==> src/rtl/sdram_init_pkg.sv <==
package sdram_init_pkg;

  typedef enum logic [3:0] {
    ST_WAIT,
    ST_PRE,
    ST_GAP_RP,
    ST_REF1,
    ST_GAP_RC1,
    ST_REF2,
    ST_GAP_RC2,
    ST_LMR,
    ST_GAP_MRD,
    ST_DONE
  } seq_state_e;

  typedef enum logic [1:0] {
    CMD_NOP,
    CMD_PRE,
    CMD_REF,
    CMD_LMR
  } sdram_cmd_e;

  typedef struct packed {
    logic cs_n;
    logic ras_n;
    logic cas_n;
    logic we_n;
  } cmd_pins_t;

  localparam cmd_pins_t PINS_NOP = 4'b0111;
  localparam cmd_pins_t PINS_PRE = 4'b0010;
  localparam cmd_pins_t PINS_REF = 4'b0001;
  localparam cmd_pins_t PINS_LMR = 4'b0000;

  function automatic cmd_pins_t pins_of(input sdram_cmd_e c);
    case (c)
      CMD_PRE: pins_of = PINS_PRE;
      CMD_REF: pins_of = PINS_REF;
      CMD_LMR: pins_of = PINS_LMR;
      default: pins_of = PINS_NOP;
    endcase
  endfunction

  // A burst length of 0 selects a full page.
  function automatic logic [2:0] burst_code(input int bl);
    case (bl)
      1:       burst_code = 3'b000;
      2:       burst_code = 3'b001;
      4:       burst_code = 3'b010;
      8:       burst_code = 3'b011;
      default: burst_code = 3'b111;
    endcase
  endfunction

  function automatic logic [15:0] mode_word(input int bl, input bit interleave, input int cl);
    logic [15:0] w;
    w        = '0;
    w[2:0]   = burst_code(bl);
    w[3]     = interleave;
    w[6:4]   = cl[2:0];
    mode_word = w;
  endfunction

endpackage

==> src/rtl/sdram_init_timer.sv <==
module sdram_init_timer #(
  parameter int CNT_W = 8,
  parameter logic [CNT_W-1:0] RST_VAL = '0
) (
  input  logic             clk,
  input  logic             rst,
  input  logic             load,
  input  logic [CNT_W-1:0] load_val,
  output logic             expired
);

  logic [CNT_W-1:0] cnt_q;

  always_ff @(posedge clk) begin
    if (rst)                cnt_q <= RST_VAL;
    else if (load)          cnt_q <= load_val;
    else if (cnt_q != '0)   cnt_q <= cnt_q - 1'b1;
  end

  assign expired = (cnt_q == '0);

endmodule

==> src/rtl/sdram_init_fsm.sv <==
module sdram_init_fsm
  import sdram_init_pkg::*;
#(
  parameter int CNT_W = 8,
  parameter int T_RP  = 3,
  parameter int T_RC  = 7,
  parameter int T_MRD = 2
) (
  input  logic             clk,
  input  logic             rst,
  input  logic             tmr_expired,
  output logic             tmr_load,
  output logic [CNT_W-1:0] tmr_val,
  output sdram_cmd_e       cmd,
  output logic             seq_done
);

  // A gap state lasts (spacing-1) cycles, so commands sit exactly 'spacing' apart.
  localparam logic [CNT_W-1:0] GAP_RP  = CNT_W'(T_RP - 2);
  localparam logic [CNT_W-1:0] GAP_RC  = CNT_W'(T_RC - 2);
  localparam logic [CNT_W-1:0] GAP_MRD = CNT_W'(T_MRD - 2);

  seq_state_e state_q, state_d;

  always_comb begin
    state_d  = state_q;
    tmr_load = 1'b0;
    tmr_val  = '0;
    unique case (state_q)
      ST_WAIT:    if (tmr_expired) state_d = ST_PRE;
      ST_PRE:     begin state_d = ST_GAP_RP;  tmr_load = 1'b1; tmr_val = GAP_RP;  end
      ST_GAP_RP:  if (tmr_expired) state_d = ST_REF1;
      ST_REF1:    begin state_d = ST_GAP_RC1; tmr_load = 1'b1; tmr_val = GAP_RC;  end
      ST_GAP_RC1: if (tmr_expired) state_d = ST_REF2;
      ST_REF2:    begin state_d = ST_GAP_RC2; tmr_load = 1'b1; tmr_val = GAP_RC;  end
      ST_GAP_RC2: if (tmr_expired) state_d = ST_LMR;
      ST_LMR:     begin state_d = ST_GAP_MRD; tmr_load = 1'b1; tmr_val = GAP_MRD; end
      ST_GAP_MRD: if (tmr_expired) state_d = ST_DONE;
      default:    state_d = ST_DONE;
    endcase
  end

  always_ff @(posedge clk) begin
    if (rst) state_q <= ST_WAIT;
    else     state_q <= state_d;
  end

  always_comb begin
    unique case (state_q)
      ST_PRE:           cmd = CMD_PRE;
      ST_REF1, ST_REF2: cmd = CMD_REF;
      ST_LMR:           cmd = CMD_LMR;
      default:          cmd = CMD_NOP;
    endcase
  end

  assign seq_done = (state_q == ST_DONE);

  AST_PRE_AFTER_WAIT: assert property (@(posedge clk) disable iff (rst)
    (state_q == ST_PRE) |-> ($past(state_q) == ST_WAIT));
  AST_REF1_AFTER_GAP: assert property (@(posedge clk) disable iff (rst)
    (state_q == ST_REF1) |-> ($past(state_q) == ST_GAP_RP));
  AST_LMR_AFTER_GAP: assert property (@(posedge clk) disable iff (rst)
    (state_q == ST_LMR) |-> ($past(state_q) == ST_GAP_RC2));

endmodule

==> src/rtl/sdram_cmd_drive.sv <==
module sdram_cmd_drive
  import sdram_init_pkg::*;
#(
  parameter int ADDR_W = 11,
  parameter int BANK_W = 2,
  parameter logic [ADDR_W-1:0] MODE = '0
) (
  input  logic              clk,
  input  logic              rst,
  input  sdram_cmd_e        cmd,
  input  logic              seq_done,
  output logic              cke,
  output cmd_pins_t         pins,
  output logic [ADDR_W-1:0] addr,
  output logic [BANK_W-1:0] ba,
  output logic              done
);

  localparam int AP_BIT = ADDR_W - 1;

  logic [ADDR_W-1:0] addr_d;

  always_comb begin
    addr_d = '0;
    if (cmd == CMD_PRE) addr_d[AP_BIT] = 1'b1;
    if (cmd == CMD_LMR) addr_d = MODE;
  end

  always_ff @(posedge clk) begin
    if (rst) begin
      cke  <= 1'b1;
      pins <= PINS_NOP;
      addr <= '0;
      ba   <= '0;
      done <= 1'b0;
    end else begin
      cke  <= 1'b1;
      pins <= pins_of(cmd);
      addr <= addr_d;
      ba   <= '0;
      done <= seq_done;
    end
  end

  AST_CMD_ONE_CYCLE: assert property (@(posedge clk) disable iff (rst)
    (pins != PINS_NOP) |=> (pins == PINS_NOP));
  AST_DONE_STICKY: assert property (@(posedge clk) disable iff (rst)
    done |=> done);
  AST_DONE_QUIET: assert property (@(posedge clk) disable iff (rst)
    done |-> (pins == PINS_NOP));
  AST_PRE_ALL_BANKS: assert property (@(posedge clk) disable iff (rst)
    (pins == PINS_PRE) |-> addr[AP_BIT]);

endmodule

==> src/rtl/sdram_pwrup_seq.sv <==
module sdram_pwrup_seq
  import sdram_init_pkg::*;
#(
  parameter int ADDR_W      = 11,
  parameter int BANK_W      = 2,
  parameter int WAIT_CYCLES = 5000,
  parameter int T_RP        = 3,
  parameter int T_RC        = 7,
  parameter int T_MRD       = 2,
  parameter int BURST_LEN   = 8,
  parameter bit BURST_ILV   = 1'b0,
  parameter int CAS_LAT     = 3
) (
  input  logic              clk,
  input  logic              rst,
  output logic              sd_cke,
  output logic              sd_cs_n,
  output logic              sd_ras_n,
  output logic              sd_cas_n,
  output logic              sd_we_n,
  output logic [ADDR_W-1:0] sd_addr,
  output logic [BANK_W-1:0] sd_ba,
  output logic              init_done
);

  localparam int MAX_A = (WAIT_CYCLES > T_RC) ? WAIT_CYCLES : T_RC;
  localparam int MAX_B = (T_RP > T_MRD) ? T_RP : T_MRD;
  localparam int MAX_V = (MAX_A > MAX_B) ? MAX_A : MAX_B;
  localparam int CNT_W = $clog2(MAX_V + 1);
  localparam logic [CNT_W-1:0] WAIT_LOAD = CNT_W'(WAIT_CYCLES - 1);
  localparam logic [15:0] MODE_FULL = mode_word(BURST_LEN, BURST_ILV, CAS_LAT);
  localparam logic [ADDR_W-1:0] MODE = MODE_FULL[ADDR_W-1:0];

  logic             tmr_load;
  logic [CNT_W-1:0] tmr_val;
  logic             tmr_expired;
  sdram_cmd_e       cmd;
  logic             seq_done;
  cmd_pins_t        pins;

  sdram_init_timer #(.CNT_W(CNT_W), .RST_VAL(WAIT_LOAD)) u_timer (
    .clk      (clk),
    .rst      (rst),
    .load     (tmr_load),
    .load_val (tmr_val),
    .expired  (tmr_expired)
  );

  sdram_init_fsm #(.CNT_W(CNT_W), .T_RP(T_RP), .T_RC(T_RC), .T_MRD(T_MRD)) u_fsm (
    .clk         (clk),
    .rst         (rst),
    .tmr_expired (tmr_expired),
    .tmr_load    (tmr_load),
    .tmr_val     (tmr_val),
    .cmd         (cmd),
    .seq_done    (seq_done)
  );

  sdram_cmd_drive #(.ADDR_W(ADDR_W), .BANK_W(BANK_W), .MODE(MODE)) u_drive (
    .clk      (clk),
    .rst      (rst),
    .cmd      (cmd),
    .seq_done (seq_done),
    .cke      (sd_cke),
    .pins     (pins),
    .addr     (sd_addr),
    .ba       (sd_ba),
    .done     (init_done)
  );

  assign sd_cs_n  = pins.cs_n;
  assign sd_ras_n = pins.ras_n;
  assign sd_cas_n = pins.cas_n;
  assign sd_we_n  = pins.we_n;

endmodule

==> config.mk <==
export PLATFORM = sky130hd
export DESIGN_NAME = sdram_pwrup_seq
export DESIGN_NICKNAME = d
export VERILOG_FILES = /design/src/rtl/sdram_init_pkg.sv /design/src/rtl/sdram_init_timer.sv /design/src/rtl/sdram_init_fsm.sv /design/src/rtl/sdram_cmd_drive.sv /design/src/rtl/sdram_pwrup_seq.sv
export SDC_FILE = /design/constraint.sdc
export NUM_CORES = 1
export LEC_CHECK = 0
export BUFFER_PORTS_ARGS = -buffer_cell sky130_fd_sc_hd__buf_4
export CELL_PAD_IN_SITES_DETAIL_PLACEMENT = 2
export CELL_PAD_IN_SITES_GLOBAL_PLACEMENT = 2
export CORE_ASPECT_RATIO = 1.25
export CORE_MARGIN = 2
export CORE_UTILIZATION = 36
export CTS_CLUSTER_DIAMETER = 120
export DETAILED_ROUTE_END_ITERATION = 12
export PLACE_DENSITY_LB_ADDON = 0.1
export SYNTH_ARGS = -nofsm -noshare
export SYNTH_HDL_FRONTEND = slang
export SYNTH_HIERARCHICAL = 1
export SYNTH_SLANG_ARGS = --single-unit
==> constraint.sdc <==
create_clock -name clk -period 5.88 [get_ports clk]
set_input_delay 1.176 -clock clk [delete_from_list [all_inputs] [get_ports clk]]
set_output_delay 1.176 -clock clk [all_outputs]
set_load 0.05 [all_outputs]
# [Word level (Yosys, flattened, before mapping)]
# Cells that the tools add are included.
[classes] addsub=1 n_mul=0 div_mod_pow=0 order_cmp=0 n_eq_ne=17 shift=0 mux=14 n_bitwise=0 n_reduce_logical=8
[op_table] cell="4-bit case mux with 9 select lines" count=1
[op_table] cell="13-bit two-way mux" count=2
[op_table] cell="4-bit two-way mux" count=5
[op_table] cell="4-bit by 3-bit equality test with 1-bit output, second input constant" count=4
[op_table] cell="13-bit zero test" count=1
[op_table] cell="13-bit nonzero test" count=1
[op_table] cell="13-bit by 1-bit subtractor with 13-bit output, second input constant" count=1
[op_table] cell="2-bit inequality test, second input constant" count=5
[op_table] cell="3-bit case mux with 3 select lines" count=1
[op_table] cell="4-bit by 2-bit equality test with 1-bit output, second input constant" count=2
[op_table] cell="4-bit equality test, second input constant" count=2
[op_table] cell="6-bit two-way mux" count=1
[op_table] cell="2-bit case mux with 3 select lines" count=1
[op_table] cell="3-bit case mux with 2 select lines" count=1
[op_table] cell="5-bit AND reduction" count=1
[op_table] cell="2-bit equality test, second input constant" count=2
[op_table] cell="4-bit by 1-bit equality test with 1-bit output, second input constant" count=1
[op_table] cell="4-bit zero test" count=1
[op_table] cell="2-bit OR reduction" count=2
[op_table] cell="4-bit OR reduction" count=1
[op_table] cell="2-bit by 1-bit equality test with 1-bit output, second input constant" count=1
[op_table] cell="1-bit two-way mux" count=2
[op_table] cell="2-bit nonzero test" count=1
[word_totals] register_bits=33 latchBits=0 ram_bits=0 romBits=0 inputBits=2 output_inout_bits=19 elab_cells=49 memories=0

# [Logic depth before layout (Yosys ltp)]
# Gate-level depths: netlist (run 1).
[depth] depth_word=5 mapped_depth=7 mapped_depth_nobuf=6

# [Modules after synthesis]
# Netlist (run 1), hierarchy kept.
[modules_own_cells] module="sdram_init_timer" n_inst=1 cells_per_inst=92 area_each_um2=787.0 seq_area_each_um2=260.2
[modules_own_cells] module="sdram_init_fsm" n_inst=1 cells_per_inst=38 area_each_um2=306.5 seq_area_each_um2=80.1
[modules_own_cells] module="sdram_cmd_drive" n_inst=1 cells_per_inst=27 area_each_um2=267.8 seq_area_each_um2=120.1

# [Least setup slack after synthesis (run 1)]
# No wires, ideal clock.
[synth_path] path_type="input to register" from="input rst" to="register u_timer.cnt_q[9]" setup_time_ns=0.122 t_arrival_ns=2.022 t_required_ns=5.758 setup_slack_ns=3.737 path_stages=3 n_path_buf=1 cell_sequence="buf_1 -> or3b_2 -> o311a_1"
[synth_lines] element="start, declared" line_no="sdram_pwrup_seq.sv:15" rtl="input logic rst,"
[synth_lines] element="end signal, assigned" line_no="sdram_init_timer.sv:16" rtl="else if (load) cnt_q <= load_val;"
[synth_lines] element="end signal, assigned" line_no="sdram_init_timer.sv:17" rtl="else if (cnt_q != '0) cnt_q <= cnt_q - 1'b1;"
[synth_lines] element="end, declared" line_no="sdram_init_timer.sv:12" rtl="logic [CNT_W-1:0] cnt_q;"

# [Worst setup path in the final report (run 1)]
[layout_path] from="register u_timer.cnt_q[0]" to="register u_timer.cnt_q[3]"
[layout_via] elab_chain_len=3 elab_cells_between_ends=5 classes_between="add/sub (1); mux (2); reduce/logical (2)"
[layout_lines] element="13-bit by 1-bit subtractor with 13-bit output" line_no="sdram_init_timer.sv:17"
[layout_lines] element="13-bit two-way mux" line_no="sdram_init_timer.sv:17"
[layout_lines] element="13-bit two-way mux" line_no="sdram_init_timer.sv:16"
# Parallel ways exist; a longest one is shown, timed or not. The select of a mux whose other input is x is not followed.
# A chain may end at the register's enable or synchronous reset.

==> results of run 1 <==
-- layer usage --
layer / vias up / global-route usage / share of wire
li1: 508 / - / -
met4: 0 / 0.0455 / 0.0040
met2: 9 / 0.294 / 0.56
met3: 2 / 0.0213 / 0.017
met5: - / 0 / 0
met1: 511 / 0.158 / 0.42
-- logic make-up (layout without fill, tap and decap cells) --
| logic type | after synthesis | count (layout) | synth area share |
|---|---|---|---|
| mux | 1 | 1 | 0.00735 |
| flops | 23 | 23 | 0.338 |
| fa+ha+maj | 2 | 2 | 0.0184 |
| simple gates | 53 | 53 | 0.250 |
| xor+xnor | 6 | 6 | 0.0386 |
| compound gates | 32 | 32 | 0.163 |
| other cells | 3 | 21 | 0.00827 |
| buf+inv | 37 | 20 | 0.176 |
-- flip-flops by register name, indices dropped and copies added (netlist names) --
signal         flops
u_fsm/state_q      4
u_drive/done       1
u_timer/cnt_q     13
u_drive/addr       2
u_drive/pins       3
-- worst reg2reg max path: stages (launching register included) --
cell	delay (ps)
dfxtp_1	330
inv_1	110
ha_1	180
or4b_1	510
nor4_4	510
nor2b_1	130
o31a_1	290
-- power breakdown --
group	internal, mW	switching [mW]	total, mW
combinational	0.00508	0.0221	0.0272
sequential	0.158	0.00225	0.160
clock	0.0473	0.0529	0.100
-- cell usage after synthesis, drive strengths merged (3+ instances only) --
library cell   n
nor2b          3
xnor2          5
or3            5
nor2           8
dfxtp         23
inv            6
buf           27
clkbuf         4
nand2          5
a31oi          3
o21ai          5
conb           3
nand2b         5
a21oi          9
nor3b          4
nor3           7
nor4           3
-- metrics by stage --
stage	cells	power, mW	cell area (um2)	utilization
final	198	0.287	1380	0.375
after global routing	198	0.302	1380	0.375
after CTS	198	0.293	1380	0.375
after detailed placement	194	0.191	1340	0.362
after global placement	194	0.190	1340	0.362
after floorplan	175	0.197	1430	-
-- area by class of cell --
class / count / area, um2
inverter: 6 / 22.5
fill: 429 / 2310
clock buffer: 3 / 41.3
sequential: 23 / 460
timing repair buffer: 10 / 75.1
clock inverter: 1 / 5.00
multi-input combinational: 115 / 728
tap: 40 / 50.0
-- worst paths after layout --
check,cells past startpoint,end,slack (ps)
worst max-delay path,6,u_timer/cnt_q[3]$_SDFFE_PP0P_,3710
worst max register to register,6,u_timer/cnt_q[3]$_SDFFE_PP0P_,3710
worst min register to register,2,u_timer/cnt_q[7]$_SDFFE_PP1P_,540
worst min-delay path,2,u_timer/cnt_q[7]$_SDFFE_PP1P_,540
==> impl_metrics.ini, run 1 <==
[status]
outcome = completed

[sta]
setup_viol = 0
finalHoldViolations = 0
rsz0062_at_grt = false
min_period_ps = 2170
finalSetupTns_ps = 0
fmax_mhz = 461
slew_violations = 0
tightest_slew_ps = 808
skew_ps = 4.85
setup_ws_ps = 3710
timing.max_slew.rel_slack = 0.461
hold_ws_ps = 535
finalCritPeriodShare = 0.369

[cells_and_area]
final_cell_mix = dfxtp_1 (23), conb_1 (21), buf_4 (10)
fin_nets = 163
drive_gt1_frac = 0.152
area_growth_syn_to_layout_pct = 1.56
final_common_cell = dfxtp_1
diodes = 0

[die]
core_mm2 = 0.00369
die-area_mm2 = 0.00429
die_w_um = 59
rows = 25
ioPinCount = 21
die_h_um = 72.8
start_util = 0.369

[route]
drc = 0
drt_iter0_drc = 32
wl_per_cell_um = 15.2
routed_wl_um = 3010
ant_nets = 0
first_pass_iters = 4
vias = 1030
viasPerCell = 5.20

[grt]
grt-ovfl-total = 0
antenna_found_initial = 0
grt_pass1_vias = 1108
grt_first_pass_wirelength_um = 4960
grt_usage = 0.149
grt_max_degree = 30

[logic_synthesis]
avgSynthCellArea_um2 = 8.67
synth_top_area_cell = dfxtp_1
synth-seq-area-share = 0.338
synth_top_flop_cell = dfxtp_1
synth-seq-cells = 23
syn_inst = 157
synth_top_area_frac = 0.338
netlist_top_cells_area = dfxtp_1 (34%), buf_4 (14%), a21oi_1 (3.3%)
synth-edff-count = 0
ys_types = 47
yosys_warnings = 6
synth-async-reset-ratio = 0
syn-cell-area_mm2 = 0.00136

[cts]
clk_pin_slew_worst_paths_ps = 90
cts_sinks = 23
cts_buffer_depth = 2
cts_buffers = 3
ctsHoldBuffers = 0
clk_latency_ps = 270
cts_tree = yes
htree_levels = 1
clockRootBuffer = clkbuf_8
ctsResizeCount = 0
post_cts_buffers = 0

[place]
io_buffers = 10
dpl.hpwl_um = 2190
gp_congestion = 0.718
place_ws_ps = 3620

[setup_path]
rr_startpoint = u_timer/cnt_q[0]$_SDFFE_PP1P_
cp.arrival_ps = 2330
critPathLaunch = u_timer/cnt_q[0]$_SDFFE_PP1P_
critical_path.max_stage_delay_ps = 510
crit_type = reg -> reg
worstPathRequired_ps = 6040
crit_fanout = 10
path_buf_inv = 1
endpoint_kind = flop
crit_chain = inv_1 > ha_1 > or4b_1 > nor4_4 > nor2b_1 > o31a_1
crit_family = simple AND/OR/NAND/NOR gates
start_kind = flop
cp_slowest_cell = or4b_1

[pwr]
ir_drop_v = 0.0000720
p_leak_nw = 0.515
power_density_mw_per_mm2 = 208

[min_path]
hp-start = u_timer/cnt_q[7]$_SDFFE_PP1P_
hold_class = reg -> reg

[flow_run]
maxCapViolCount = 0
No activity file was read; power rests on OpenSTA's default activity.
==> inputs of run 2 (changes only) <==
Settings changed: ABC_AREA set to 1, CORE_UTILIZATION 36 to 30.
Clock period 5.88 ns to 2.1 ns, I/O delays scaled along.
==> impl_metrics.ini, run 2 <==
[sta]
finalSetupTns_ps = 0
slew_violations = 0
finalHoldViolations = 0
min_period_ps = 1620
fmax_mhz = 617
rsz0062_at_grt = false
skew_ps = 0.870
finalCritPeriodShare = 0.771
setup_viol = 0

[setup_path]
cp_slowest_cell = dfxtp_1
critical_path.max_stage_delay_ps = 340
endpoint_kind = flop
timing.rr.end = u_timer/cnt_q[11]$_SDFFE_PP0P_
path_buf_inv = 3
worstPathRequired_ps = 2250
rr_worst_depth = 9
crit_type = reg -> reg
rr_startpoint = u_timer/cnt_q[0]$_SDFFE_PP1P_
cp.arrival_ps = 1770
crit_chain = inv_1 > ha_1 > inv_1 > nor3_1 > nand2_1 > nand2_2 > inv_2 > nand2_1 > a21oi_1
crit_family = simple AND/OR/NAND/NOR gates
crit_fanout = 6
r2r_slack_ps = 480
start_kind = flop

[cts]
clk_latency_ps = 260
post_cts_buffers = 0
cts_sinks = 23
ctsResizeCount = 0
htree_levels = 1
clk_pin_slew_worst_paths_ps = 90
ctsHoldBuffers = 0
clockRootBuffer = clkbuf_8
cts_buffer_depth = 2
cts_tree = yes
cts_buffers = 3

[die]
core_mm2 = 0.00439
die-area_mm2 = 0.00514
start_util = 0.313
die_w_um = 64.5
rows = 27
die_h_um = 79.6
ioPinCount = 21

[logic_synthesis]
yosys_warnings = 6
ys_types = 26
yosysMostFrequentCell = nand2_1
synth_top_area_frac = 0.335
avgSynthCellArea_um2 = 6.86
syn_inst = 200
synth-seq-area-share = 0.335
synth-async-reset-ratio = 0
syn-cell-area_mm2 = 0.00137
netlist_top_cells_area = dfxtp_1 (34%), buf_4 (13%), nand2_1 (12%)
synth-seq-cells = 23
synthTopCellsByCount = nand2_1 (45), buf_4 (24), dfxtp_1 (23), nor2_1 (20), inv_1 (19)
synth_top_flop_cell = dfxtp_1
synth-edff-count = 0
synth_top_area_cell = dfxtp_1

[grt]
grt_pass1_vias = 1289
grt_max_degree = 18
antenna_found_initial = 0
grt_usage = 0.152
grt-ovfl-total = 0
grt_first_pass_wirelength_um = 6070

[route]
ant_nets = 0
routed_wl_um = 3520
drc = 0
vias = 1165
wl_per_cell_um = 13.4
drt_iter0_drc = 25
first_pass_iters = 4
viasPerCell = 4.43

[cells_and_area]
fin_nets = 210
final_common_cell = nand2_1
drive_gt1_frac = 0.156
regMostFlops = u_timer/cnt_q
area_growth_syn_to_layout_pct = 4.92
reg_top3 = u_timer/cnt_q x13, u_fsm/state_q x4, u_drive/pins x3
final_cell_mix = nand2_1 (45), dfxtp_1 (23), conb_1 (21)
finalInstanceArea_mm2 = 0.00144
diodes = 0
largest_reg_flops = 13

[status]
outcome = completed

[pwr]
power_density_mw_per_mm2 = 565
p_clk_frac = 0.345
swShare = 0.277
seqPwrFrac = 0.550
p_leak_nw = 0.643
combPwrFrac = 0.104
p_int_mw = 0.588
ir_drop_v = 0.000185
p_sw_mw = 0.225
finalPower_mw = 0.813

[min_path]
hold_class = in -> reg
hp-start = rst
hold_depth = 2
min_to = u_timer/cnt_q[10]$_SDFFE_PP0P_

[place]
dpl.hpwl_um = 2870
io_buffers = 10
place_area_mm2 = 0.00139
gp_congestion = 0.718

[flow_run]
maxCapViolCount = 0
## run 2: cell type report
cell class                 instances  area, um2
clock buffer                       3       41.3
clock inverter                     1       5.00
fill                             566       2950
inverter                          23       86.3
multi-input combinational        145        699
sequential                        23        460
tap                               58       72.6
timing repair buffer              10       75.1
## run 2: cells by family after synthesis
group	after synthesis	synth area share
compound gates	25	0.103
xor+xnor	4	0.0255
fa+ha+maj	2	0.0182
buf+inv	50	0.204
flops	23	0.335
other cells	3	0.00820
simple gates	93	0.305
## run 2: through the flow
stage                     worst slack, ps  std cells   util  hold slack (ps)
after floorplan                       746        218      -              467
after global placement                471        259  0.317              486
after detailed placement              462        259  0.317              511
after CTS                             454        263  0.328              465
after global routing                  305        263  0.328              491
final                                 480        263  0.328              475
## run 2: worst reg2reg max path, delay by kind of cell, from the launching register on
| family | cells | cell delay, ps |
|---|---|---|
| flip-flops | 1 | 340 |
| AND/OR/NAND/NOR | 4 | 660 |
| adder cells (fa/ha/maj) | 1 | 180 |
| buffers and inverters | 3 | 280 |
| AO/OA/AOI/OAI | 1 | 60 |
## run 2: worst max-delay path by stage
stage | depth (start not counted) | slack, ps | start | endpoint
floorplan | 1 | 750 | u_drive/addr[4]$_SDFF_PP0_ | sd_addr[1]
global placement | 9 | 470 | u_timer/cnt_q[0]$_SDFFE_PP1P_ | u_timer/cnt_q[10]$_SDFFE_PP0P_
detailed placement | 9 | 460 | u_timer/cnt_q[0]$_SDFFE_PP1P_ | u_timer/cnt_q[11]$_SDFFE_PP0P_
CTS | 9 | 450 | u_timer/cnt_q[0]$_SDFFE_PP1P_ | u_timer/cnt_q[11]$_SDFFE_PP0P_
global route | 9 | 310 | u_timer/cnt_q[0]$_SDFFE_PP1P_ | u_timer/cnt_q[11]$_SDFFE_PP0P_
finish | 9 | 480 | u_timer/cnt_q[0]$_SDFFE_PP1P_ | u_timer/cnt_q[11]$_SDFFE_PP0P_
## run 2: power by group through the flow
stage	logic, mW	clock network (mW)	registers [mW]
2_1_floorplan	0.0995	0	0.456
3_3_place_gp	0.0810	0	0.458
3_5_place_dp	0.0835	0	0.458
4_1_cts	0.0842	0.300	0.448
5_1_grt	0.0933	0.318	0.449
6_report	0.0848	0.281	0.448
## run 2: routing by layer
| metal | vias up | track usage | share of wire |
|---|---|---|---|
| met5 | - | 0 | 0 |
| met1 | 562 | 0.172 | 0.41 |
| met3 | 4 | 0.0197 | 0.014 |
| li1 | 590 | - | - |
| met2 | 9 | 0.292 | 0.56 |
| met4 | 0 | 0.0468 | 0.012 |
==> inputs of run 3 (changes only) <==
Settings changed: CORE_UTILIZATION 30 to 28.
Clock period 2.1 ns to 1.4 ns, I/O delays scaled along.
==> impl_metrics.ini, run 3 (same netlist as run 2, synthesis figures left out) <==
[route]
vias = 1223
ant_nets = 0
drc = 0
viasPerCell = 4.45
drt_iter0_drc = 17
wl_per_cell_um = 13.5
routed_wl_um = 3720
first_pass_iters = 2

[cells_and_area]
largest_reg_flops = 13
finish.utilization = 0.341
area_growth_syn_to_layout_pct = 17.5
final_common_cell = nand2_1
final_cells = 275
ff_latch_area_um2 = 464
regMostFlops = u_timer/cnt_q
drive_gt1_frac = 0.293
multi_input_area_um2 = 781
final_cell_mix = nand2_1 (39), conb_1 (21), dfxtp_1 (20)
fin_nets = 220
fillers = 574
diodes = 0
reg_top3 = u_timer/cnt_q x13, u_fsm/state_q x4, u_drive/pins x3

[die]
die_w_um = 66.6
die_h_um = 82.3
core_mm2 = 0.00473
rows = 28
ioPinCount = 21
start_util = 0.290
die-area_mm2 = 0.00548

[sta]
slew_violations = 0
finalHoldViolations = 0
skew_ps = 6.21
finalCritPeriodShare = 0.950
setup_viol = 0
rsz0062_at_grt = true
setup_ws_ps = 69.5
finalSetupTns_ps = 0
min_period_ps = 1330
hold_ws_ps = 308
fmax_mhz = 752

[pwr]
p_leak_nw = 0.709
ir_drop_v = 0.000336
power_density_mw_per_mm2 = 788

[grt]
grt_usage = 0.146
antenna_found_initial = 0
grt_max_degree = 18
grt_pass1_vias = 1319
grt_first_pass_wirelength_um = 6100
grt-ovfl-total = 0

[min_path]
hold_class = in -> reg
hold_depth = 2
min_to = u_timer/cnt_q[11]$_SDFFE_PP0P_
hp-start = rst

[cts]
htree_levels = 1
cts_sinks = 23
clk_latency_ps = 280
cts_buffers = 3
cts_tree = yes
clockRootBuffer = clkbuf_8
ctsHoldBuffers = 0
clk_pin_slew_worst_paths_ps = 90
cts_buffer_depth = 2

[setup_path]
r2r_slack_ps = 70
crit_type = reg -> reg
rr_worst_depth = 9
rr_startpoint = u_timer/cnt_q[0]$_SDFFE_PP1P_
timing.rr.end = u_fsm/state_q[0]$_SDFFE_PP0P_
worstPathRequired_ps = 1610
crit_fanout = 3
cp.arrival_ps = 1540
start_kind = flop
endpoint_kind = flop

[place]
gp_congestion = 0.740
place_ws_ps = -151
place_inst = 270
dpl.hpwl_um = 2980
io_buffers = 10

[status]
outcome = completed

[flow_run]
maxCapViolCount = 0
## run 3: changes by cell type in the layout (fill, tap and decap cells not counted), moves of 4 or more
cell     previous run  this run
buf_4              10        18
nand2_1            45        39
inv_1              19        14
nand2_2             5        10
inv_2               3         7
## run 3: area by class of cell
cell class                      count  share of cell area
Inverter                           23              0.0551
Multi-Input combinational cell    145               0.484
Tap cell                           60              0.0465
Timing Repair Buffer               20              0.0977
Clock buffer                        3              0.0256
Clock inverter                      1             0.00310
Sequential cell                    23               0.288
## run 3: power by group
part | total [mW] | internal (mW) | switching [mW] | leakage, nW
logic | 0.159 | 0.0411 | 0.118 | 0.497
clock network | 0.440 | 0.200 | 0.240 | 0.0255
registers | 0.672 | 0.663 | 0.00870 | 0.186
## run 3: critical path: stages (launching register included)
cell and delay (ps):
dfxtp_2 330, inv_2 90, ha_4 130, inv_2 40, nor3_4 230, nand2_2 120
buf_6 130, inv_2 30, nor2_1 30, a21oi_1 130
## run 3: worst max-delay path by stage
stage	from	endpoint	slack [ps]	cells past startpoint
finish	u_timer/cnt_q[0]$_SDFFE_PP1P_	u_fsm/state_q[0]$_SDFFE_PP0P_	70	9
floorplan	u_timer/cnt_q[0]$_SDFFE_PP1P_	u_timer/cnt_q[10]$_SDFFE_PP0P_	60	9
detailed placement	u_timer/cnt_q[0]$_SDFFE_PP1P_	u_timer/cnt_q[10]$_SDFFE_PP0P_	-150	9
global placement	u_timer/cnt_q[0]$_SDFFE_PP1P_	u_timer/cnt_q[11]$_SDFFE_PP0P_	10	9
global route	u_timer/cnt_q[0]$_SDFFE_PP1P_	u_timer/cnt_q[6]$_SDFFE_PP0P_	-30	9
CTS	u_timer/cnt_q[0]$_SDFFE_PP1P_	u_timer/cnt_q[10]$_SDFFE_PP0P_	6	9
## run 3: repair_timing
action	in CTS	in global routing
pin swaps	3	8
setup buffers	1	0
resized for setup	2	28
endpoints found under the setup margin	14	13
## run 3: through the flow
stage / cell area, um2 / total power, mW
2_1_floorplan: 1440 / 0.833
3_3_place_gp: 1460 / 0.825
6_report: 1610 / 1.27
3_5_place_dp: 1460 / 0.830
5_1_grt: 1610 / 1.35
4_1_cts: 1530 / 1.27
## run 3: routing by layer
layer / vias up / part of all wire / routed length (um) / track usage
met4: 0 / 0.012 / 44 / 0.0429
met3: 2 / 0.014 / 51 / 0.0176
met2: 9 / 0.58 / 2160 / 0.298
met5: - / 0 / 0 / 0
li1: 611 / - / - / -
met1: 601 / 0.39 / 1460 / 0.152
